**config.mk**
```make
export PLATFORM = sky130hd
export DESIGN_NAME = dld_load_unit
export DESIGN_NICKNAME = d
export VERILOG_FILES = /design/src/rtl/dld_pkg.sv /design/src/rtl/dld_xlate_buf.sv /design/src/rtl/dld_ret_track.sv /design/src/rtl/dld_ret_queue.sv /design/src/rtl/dld_load_unit.sv
export SDC_FILE = /design/constraint.sdc
export NUM_CORES = 2
export LEC_CHECK = 0
export ABC_AREA = 1
export BUFFER_PORTS_ARGS = -buffer_cell sky130_fd_sc_hd__buf_2
export CAP_MARGIN = 20
export CORE_ASPECT_RATIO = 0.7
export CORE_MARGIN = 2
export CORE_UTILIZATION = 45
export CTS_BUF_LIST = sky130_fd_sc_hd__clkbuf_4
export CTS_CLUSTER_SIZE = 16
export DETAILED_ROUTE_END_ITERATION = 16
export PLACE_DENSITY = 0.72
export SLEW_MARGIN = 20
export SYNTH_ARGS = -nofsm -noshare
export SYNTH_HDL_FRONTEND = slang
export SYNTH_SLANG_ARGS = --single-unit
export TNS_END_PERCENT = 1
```
**constraint.sdc**
```tcl
create_clock -name clk -period 2.8 [get_ports clk]
set_input_delay 0.42 -clock clk [delete_from_list [all_inputs] [get_ports clk]]
set_output_delay 0.42 -clock clk [all_outputs]
set_load 0.01 [all_outputs]
```
**src/rtl/dld_pkg.sv**
```systemverilog
package dld_pkg;
    typedef enum logic [1:0] {
        LD_IDLE   = 2'd0,
        LD_HIT    = 2'd1,
        LD_FAULT  = 2'd2,
        LD_POISON = 2'd3
    } ld_outcome_e;
endpackage

```
**src/rtl/dld_xlate_buf.sv**
```systemverilog
module dld_xlate_buf #(
    parameter int ENTRIES = 8,
    parameter int VPN_W   = 20,
    parameter int PPN_W   = 20
) (
    input  logic             clk,
    input  logic             rst_n,
    input  logic             flush,
    input  logic             fill_valid,
    input  logic [VPN_W-1:0] fill_vpn,
    input  logic [PPN_W-1:0] fill_ppn,
    input  logic [VPN_W-1:0] lk_vpn,
    output logic             lk_hit,
    output logic [PPN_W-1:0] lk_ppn
);
    localparam int PTR_W = (ENTRIES > 1) ? $clog2(ENTRIES) : 1;
    localparam logic [PTR_W-1:0] LAST = PTR_W'(ENTRIES - 1);

    typedef struct packed {
        logic [PTR_W-1:0]              ptr;
        logic [ENTRIES-1:0]            valid;
        logic [ENTRIES-1:0][VPN_W-1:0] vpn;
        logic [ENTRIES-1:0][PPN_W-1:0] ppn;
    } xb_state_t;

    xb_state_t st_d, st_q;
    logic [ENTRIES-1:0] lk_match;
    logic [ENTRIES-1:0] fill_match;

    for (genvar gi = 0; gi < ENTRIES; gi++) begin : g_cmp
        assign lk_match[gi]   = st_q.valid[gi] && (st_q.vpn[gi] == lk_vpn);
        assign fill_match[gi] = st_q.valid[gi] && (st_q.vpn[gi] == fill_vpn);
    end

    always_comb begin
        lk_ppn = '0;
        for (int i = 0; i < ENTRIES; i++) begin
            if (lk_match[i]) lk_ppn = lk_ppn | st_q.ppn[i];
        end
        lk_hit = |lk_match;
    end

    always_comb begin
        st_d = st_q;
        if (flush) begin
            st_d.valid = '0;
        end else if (fill_valid) begin
            if (|fill_match) begin
                for (int i = 0; i < ENTRIES; i++) begin
                    if (fill_match[i]) st_d.ppn[i] = fill_ppn;
                end
            end else begin
                st_d.valid[st_q.ptr] = 1'b1;
                st_d.vpn[st_q.ptr]   = fill_vpn;
                st_d.ppn[st_q.ptr]   = fill_ppn;
                st_d.ptr = (st_q.ptr == LAST) ? '0 : st_q.ptr + 1'b1;
            end
        end
    end

    always_ff @(posedge clk) begin
        if (!rst_n) st_q <= '0;
        else        st_q <= st_d;
    end

    // a page is never held by two entries
    assert_single_match_R8: assert property (@(posedge clk) disable iff (!rst_n)
        $onehot0(lk_match));

    // refilling a present page keeps the pointer
    assert_refill_keeps_ptr_R8: assert property (@(posedge clk) disable iff (!rst_n)
        (fill_valid && !flush && (|fill_match)) |=> $stable(st_q.ptr));

    // flush empties the table by the next cycle
    assert_flush_clears_R9: assert property (@(posedge clk) disable iff (!rst_n)
        flush |=> (st_q.valid == '0));

    // a fresh fill advances the replacement pointer
    assert_ptr_advance_R7: assert property (@(posedge clk) disable iff (!rst_n)
        (fill_valid && !flush && !(|fill_match) && (ENTRIES > 1))
        |=> (st_q.ptr != $past(st_q.ptr)));
endmodule

```
**src/rtl/dld_ret_track.sv**
```systemverilog
module dld_ret_track #(
    parameter int LAT   = 3,
    parameter int TAG_W = 5
) (
    input  logic             clk,
    input  logic             rst_n,
    input  logic             issue,
    input  logic [TAG_W-1:0] issue_tag,
    output logic             ret_valid,
    output logic [TAG_W-1:0] ret_tag
);
    typedef struct packed {
        logic [LAT-1:0]            vld;
        logic [LAT-1:0][TAG_W-1:0] tag;
    } tr_state_t;

    tr_state_t tr_d, tr_q;

    always_comb begin
        tr_d        = tr_q;
        tr_d.vld[0] = issue;
        tr_d.tag[0] = issue_tag;
        for (int i = 1; i < LAT; i++) begin
            tr_d.vld[i] = tr_q.vld[i-1];
            tr_d.tag[i] = tr_q.tag[i-1];
        end
    end

    always_ff @(posedge clk) begin
        if (!rst_n) tr_q <= '0;
        else        tr_q <= tr_d;
    end

    assign ret_valid = tr_q.vld[LAT-1];
    assign ret_tag   = tr_q.tag[LAT-1];

    // a tracked read enters the delay line
    assert_issue_tracked_R2: assert property (@(posedge clk) disable iff (!rst_n)
        issue |=> tr_q.vld[0] && (tr_q.tag[0] == $past(issue_tag)));
endmodule

```
**src/rtl/dld_ret_queue.sv**
```systemverilog
module dld_ret_queue #(
    parameter int DEPTH = 8,
    parameter int W     = 69
) (
    input  logic         clk,
    input  logic         rst_n,
    input  logic         push,
    input  logic [W-1:0] push_data,
    input  logic         pop,
    output logic [W-1:0] head_data,
    output logic         empty
);
    localparam int PW = (DEPTH > 1) ? $clog2(DEPTH) : 1;
    localparam int CW = $clog2(DEPTH + 1);
    localparam logic [PW-1:0] LAST = PW'(DEPTH - 1);
    localparam logic [CW-1:0] FULL = CW'(DEPTH);

    typedef struct packed {
        logic [DEPTH-1:0][W-1:0] slot;
        logic [PW-1:0]           rd;
        logic [PW-1:0]           wr;
        logic [CW-1:0]           cnt;
    } rq_state_t;

    rq_state_t rq_d, rq_q;

    always_comb begin
        rq_d = rq_q;
        if (push) begin
            rq_d.slot[rq_q.wr] = push_data;
            rq_d.wr = (rq_q.wr == LAST) ? '0 : rq_q.wr + 1'b1;
        end
        if (pop) begin
            rq_d.rd = (rq_q.rd == LAST) ? '0 : rq_q.rd + 1'b1;
        end
        case ({push, pop})
            2'b10:   rq_d.cnt = rq_q.cnt + 1'b1;
            2'b01:   rq_d.cnt = rq_q.cnt - 1'b1;
            default: rq_d.cnt = rq_q.cnt;
        endcase
    end

    always_ff @(posedge clk) begin
        if (!rst_n) rq_q <= '0;
        else        rq_q <= rq_d;
    end

    assign head_data = rq_q.slot[rq_q.rd];
    assign empty     = (rq_q.cnt == '0);

    // a held return is never overwritten
    assert_no_overflow_R6: assert property (@(posedge clk) disable iff (!rst_n)
        (rq_q.cnt == FULL) |-> !push);

    // nothing is written back that was never returned
    assert_no_underflow_R6: assert property (@(posedge clk) disable iff (!rst_n)
        pop |-> !empty);
endmodule

```
**src/rtl/dld_load_unit.sv**
```systemverilog
module dld_load_unit
    import dld_pkg::*;
#(
    parameter int VA_W    = 32,
    parameter int PA_W    = 32,
    parameter int PO_W    = 12,
    parameter int DATA_W  = 64,
    parameter int TAG_W   = 5,
    parameter int ENTRIES = 8,
    parameter int MEM_LAT = 3
) (
    input  logic                 clk,
    input  logic                 rst_n,
    input  logic                 flush,
    input  logic                 fill_valid,
    input  logic [VA_W-PO_W-1:0] fill_vpn,
    input  logic [PA_W-PO_W-1:0] fill_ppn,
    input  logic                 req_valid,
    input  logic                 req_dismiss,
    input  logic [VA_W-1:0]      req_vaddr,
    input  logic [TAG_W-1:0]     req_tag,
    output logic                 mem_rd_en,
    output logic [PA_W-1:0]      mem_rd_paddr,
    input  logic [DATA_W-1:0]    mem_rd_data,
    output logic                 wb_valid,
    output logic [TAG_W-1:0]     wb_tag,
    output logic [DATA_W-1:0]    wb_data,
    output logic                 fault_valid,
    output logic [VA_W-1:0]      fault_vaddr,
    output logic [TAG_W-1:0]     fault_tag
);
    localparam int VPN_W  = VA_W - PO_W;
    localparam int PPN_W  = PA_W - PO_W;
    localparam int RQ_W   = TAG_W + DATA_W;
    localparam int RQ_DEP = 2 * (MEM_LAT + 1);

    typedef struct packed {
        ld_outcome_e      kind;
        logic [VA_W-1:0]  vaddr;
        logic [PA_W-1:0]  paddr;
        logic [TAG_W-1:0] tag;
    } ld_stage_t;

    ld_stage_t s1_d, s1_q;

    logic             lk_hit;
    logic [PPN_W-1:0] lk_ppn;
    logic             ret_valid;
    logic [TAG_W-1:0] ret_tag;
    logic             q_empty;
    logic             q_pop;
    logic [RQ_W-1:0]  q_head;
    logic             poison;

    dld_xlate_buf #(.ENTRIES(ENTRIES), .VPN_W(VPN_W), .PPN_W(PPN_W)) i_xlate (
        .clk        (clk),
        .rst_n      (rst_n),
        .flush      (flush),
        .fill_valid (fill_valid),
        .fill_vpn   (fill_vpn),
        .fill_ppn   (fill_ppn),
        .lk_vpn     (req_vaddr[VA_W-1:PO_W]),
        .lk_hit     (lk_hit),
        .lk_ppn     (lk_ppn)
    );

    always_comb begin
        s1_d       = s1_q;
        s1_d.kind  = LD_IDLE;
        s1_d.vaddr = req_vaddr;
        s1_d.paddr = {lk_ppn, req_vaddr[PO_W-1:0]};
        s1_d.tag   = req_tag;
        if (req_valid) begin
            if (lk_hit)           s1_d.kind = LD_HIT;
            else if (req_dismiss) s1_d.kind = LD_POISON;
            else                  s1_d.kind = LD_FAULT;
        end
    end

    always_ff @(posedge clk) begin
        if (!rst_n) s1_q <= '0;
        else        s1_q <= s1_d;
    end

    assign mem_rd_en    = (s1_q.kind == LD_HIT);
    assign mem_rd_paddr = s1_q.paddr;
    assign fault_valid  = (s1_q.kind == LD_FAULT);
    assign fault_vaddr  = s1_q.vaddr;
    assign fault_tag    = s1_q.tag;
    assign poison       = (s1_q.kind == LD_POISON);

    dld_ret_track #(.LAT(MEM_LAT), .TAG_W(TAG_W)) i_track (
        .clk       (clk),
        .rst_n     (rst_n),
        .issue     (mem_rd_en),
        .issue_tag (s1_q.tag),
        .ret_valid (ret_valid),
        .ret_tag   (ret_tag)
    );

    assign q_pop = !q_empty && !poison;

    dld_ret_queue #(.DEPTH(RQ_DEP), .W(RQ_W)) i_queue (
        .clk       (clk),
        .rst_n     (rst_n),
        .push      (ret_valid),
        .push_data ({ret_tag, mem_rd_data}),
        .pop       (q_pop),
        .head_data (q_head),
        .empty     (q_empty)
    );

    always_comb begin
        wb_valid = poison || !q_empty;
        if (poison) begin
            wb_tag  = s1_q.tag;
            wb_data = '1;
        end else begin
            wb_tag  = q_head[RQ_W-1:DATA_W];
            wb_data = q_head[DATA_W-1:0];
        end
    end

    // a hit becomes a read of the mapped page at the same offset
    assert_hit_issues_R2: assert property (@(posedge clk) disable iff (!rst_n)
        (req_valid && lk_hit) |=>
            (mem_rd_en && (mem_rd_paddr[PO_W-1:0] == $past(req_vaddr[PO_W-1:0]))));

    // a plain miss faults and reads nothing
    assert_miss_faults_R3: assert property (@(posedge clk) disable iff (!rst_n)
        (req_valid && !lk_hit && !req_dismiss) |=>
            (fault_valid && !mem_rd_en && (fault_vaddr == $past(req_vaddr))));

    // a dismissable miss writes all ones and does not fault
    assert_miss_poisons_R4: assert property (@(posedge clk) disable iff (!rst_n)
        (req_valid && !lk_hit && req_dismiss) |=>
            (wb_valid && (wb_data == '1) && !fault_valid && !mem_rd_en));

    // a return displaced by poison stays queued
    assert_poison_keeps_return_R6: assert property (@(posedge clk) disable iff (!rst_n)
        (poison && !q_empty) |=> !q_empty);
endmodule

```
==> metrics list <==
- Post-Synthesis Cell Area: 46190 um2
- Final GP Congestion: 1.041
* Type of the setup path with the least slack: reg2out
- Commonest cells after routing, fill and taps aside: nor2_1, nand2_1, dfxtp_1
- Highest clock frequency the design can meet: 316.0 MHz
- The run finished, with violations left.
- The share of the Yosys chip area taken by registers is 0.4204.
- Along the worst hold path, the cell count comes to 4.
- Fraction of layout cells with a size suffix above 1: 0.1457
* Root Buffer Master: clkbuf_4
- Total detailed-routing wirelength: approximately 190000 um
- The initial antenna violation count was 10.
- TritonCTS built the clock tree.
- Number of setup violations in the final report: 69
- Final Max Slew Viols: 0
- HPWL after detailed placement: ~110000 um
- Leaving out fill and tap cells, the most frequent cell in the layout is nor2_1.
- Crit. End Element: output pin
- Clock tree synthesis found a total of 970 sinks.
- Post-synthesis net count: 7090
- First-pass GRT wire length: roughly 280000 um
- Capturing point of the worst reg2reg path: s1_q[69]$_SDFF_PN0_
- Of the available clock period, the critical path in the final layout requires 1.130.
* Starting density of the core: 0.4533
- For the final database, setup skew stands at 108.6 ps.
- Count of port buffers added during placement: ~290
- In this run the mean area of a mapped cell was 6.662 um2.
- Flops & latches, synth: 970
- The worst setup path is launched from a flop.
- Clock buffer count from CTS: 233
- Clock-pin slew on the worst setup and hold paths: ~70 ps
- Count of distinct cell types in the synthesized netlist: 40
- Across all hold checks on the routed design, the worst slack comes to between 100 and 150 ps.
- The worst register-to-register path begins at i_xlate.st_q[231]$_SDFFE_PN0P_.
* Warning count from the yosys run: 0
- Remaining antenna violation count after routing: 0
- CTS HTree Levels: 4
- CP Data Arrival Time: 2740 ps
- The die covers approximately 110000 um2.
- The first TritonRoute pass finished after 6 iterations.
- Setup repair after global routing missed its margin: true
- Power per cell area: 634.0 nW/um2
- Maximum fanout encountered on the critical timing path: 6
- Clock period minus worst slack: roughly 3200 ps
- Max clock buf depth: 3
- After floorplanning, the core was sized to cover between 100000 and 150000 um2.
- P_leak: 0.02398 uW
- The final reports fail on negative setup slack.
* Pin count of the biggest net entering global routing: about 240
* Number of rows in the core area: 98
- Drt via density: ~5.6
- In this run, the number of DRC markers left after iteration 0 of detailed routing was 6538.
- Measured in cells, the most critical reg-to-reg path has a length of 13.
* Slew @ Worst Pin: approximately 1100 ps
- Vias after detailed routing: 49710
- The via count of the first global-routing pass is between 40000 and 50000.
* Total DRC errors in the routed layout: 0
- In the global route stage, overall resource usage came out at 0.3386.
- STA puts the critical path data required time at around 2400 ps.
- Worst slew margin relative to its limit: 0.2850
- Summed over all layers, the global routing overflow is 0.
- Post-DR wirelength/cell: 20.97 um
- After layout, the worst setup slack is -364.6 ps.
* Number of top-level pins: 288
* Total power consumption of the routed design: 35120 uW
- Hold/Removal Path Class: in2reg
- Die span in x: just under 400 um
- The setup check on the worst reg-to-reg path leaves a slack of 150 ps.
* Final Hold Violating Endpoints: 0
- Startpoint of the lowest-slack hold path: mem_rd_data[28]
* Die Span Y: 272.1 um
- After technology mapping, the gate count stands at 6933.
* Max-cap violations: 0
* Worst hold endpoint: i_queue.rq_q[314]$_SDFFE_PN0P_
- Compared with the post-synthesis result, the final layout area differs by 19.93%.
- For this run, the post-layout net count is roughly 7500.
* Maximum ir drop on the vdd rail: 0.4572 mV
* Worst-skew pair later-pin latency: around 1200 ps
-- state kept, by name, indices dropped and copies added, names as in the netlist --
signal             count
fault_tag              5
fault_vaddr           32
i_queue.rq_q         562
i_track.ret_tag        5
i_track.ret_valid      1
i_track.tr_d          12
i_xlate.st_q         331
mem_rd_paddr          20
s1_q                   2
-- cell type report --
type / instances / area [um2]
fillers: 9759 / 46500
multi-input cells: 4804 / 22150
flip-flops and latches: 970 / 19430
repair buffers: 798 / 7340
clock buffers: 322 / 2417
inverters: 510 / 1977
well taps: 1350 / 1689
clock inverters: 68 / 357.8
repair inverters: 2 / 17.52
diodes: 7 / 17.52
-- power breakdown --
group          internal, uW  switching [uW]
Sequential            14000             198
Clock                  5330            6060
Combinational          3540            6020
-- through the flow --
stage	util	cell area [um2]	setup TNS (ps)	setup WS [ps]	cells
6_report	0.5437	55400	-15850	-364.6	8831
3_3_place_gp	0.4870	49620	-10.95	-10.95	8223
3_5_place_dp	0.4870	49620	0	41.39	8223
5_1_grt	0.5436	55390	-22990	-415.5	8829
2_1_floorplan	-	46190	0	597.4	6933
4_1_cts	0.5420	55230	-21840	-421.9	8823
-- cell families after synthesis --
family,Yosys count,share of synthesized area
compound gates,1501,0.1666
xor+xnor,73,0.01384
fa+ha+maj,10,0.002871
buf+inv,1159,0.1084
flops,970,0.4204
simple gates,3220,0.2879
-- cells in the mapped netlist, drive strengths merged --
cell type / number / area, um2
nor2: 1290 / 4893
nand2: 1165 / 4390
dfxtp: 970 / 19420
o21ai: 815 / 4079
nand3: 650 / 3293
a21oi: 583 / 2918
inv: 498 / 1869
clkbuf: 366 / 1380
buf: 283 / 1713
nand4: 88 / 550.5
o22ai: 76 / 475.5
xnor2: 66 / 578.1
o221ai: 15 / 131.4
nor3: 13 / 70.07
clkinv: 12 / 45.04
ha: 9 / 112.6
o211ai: 9 / 67.56
xor2: 7 / 61.31
or2: 6 / 37.54
nand3b: 5 / 37.54
nor4: 3 / 25.02
a211oi: 2 / 15.01
a22o: 1 / 8.760
fa: 1 / 20.02
-- repair_timing --
item	4_1_cts	5_1_grt
buffers inserted	8	0
resized for setup	130	42
cloned	13	1
endpoints found under the setup margin	70	70
pin swaps	25	18
endpoints found under the hold margin	952	0
hold buffers	189	0
-- how the worst max path moves through the flow --
stage	end	from	depth (start not counted)	slack, ps
2_1_floorplan	wb_data[24]	i_queue.rq_q[7]$_SDFFE_PN0P_	8	600
3_3_place_gp	mem_rd_paddr[24]$_SDFF_PN0_	req_vaddr[22]	14	-10
3_5_place_dp	mem_rd_paddr[27]$_SDFF_PN0_	req_vaddr[19]	14	40
4_1_cts	wb_tag[1]	i_queue.rq_q[7]$_SDFFE_PN0P_	7	-420
5_1_grt	wb_tag[1]	i_queue.rq_q[7]$_SDFFE_PN0P_	7	-420
6_report	wb_tag[1]	i_queue.rq_q[7]$_SDFFE_PN0P_	7	-360
-- critical path: stages, from the launching register on --
cell and delay (ps):
dfxtp_4 390, buf_6 140, buf_16 130, o21ai_2 100, o22ai_1 80, o211ai_1 400
nand2_1 170, buf_6 170
-- metal layers --
| metal | up-vias | GRT usage | part of all wire |
|---|---|---|---|
| met1 | 22830 | 0.4794 | 0.42 |
| met4 | 10 | 0.1422 | 0.038 |
| met3 | 502 | 0.08482 | 0.13 |
| met2 | 3129 | 0.4875 | 0.41 |
| li1 | 23240 | - | - |
| met5 | - | 0 | 0.00040 |
(Power assumes the default switching activity.)
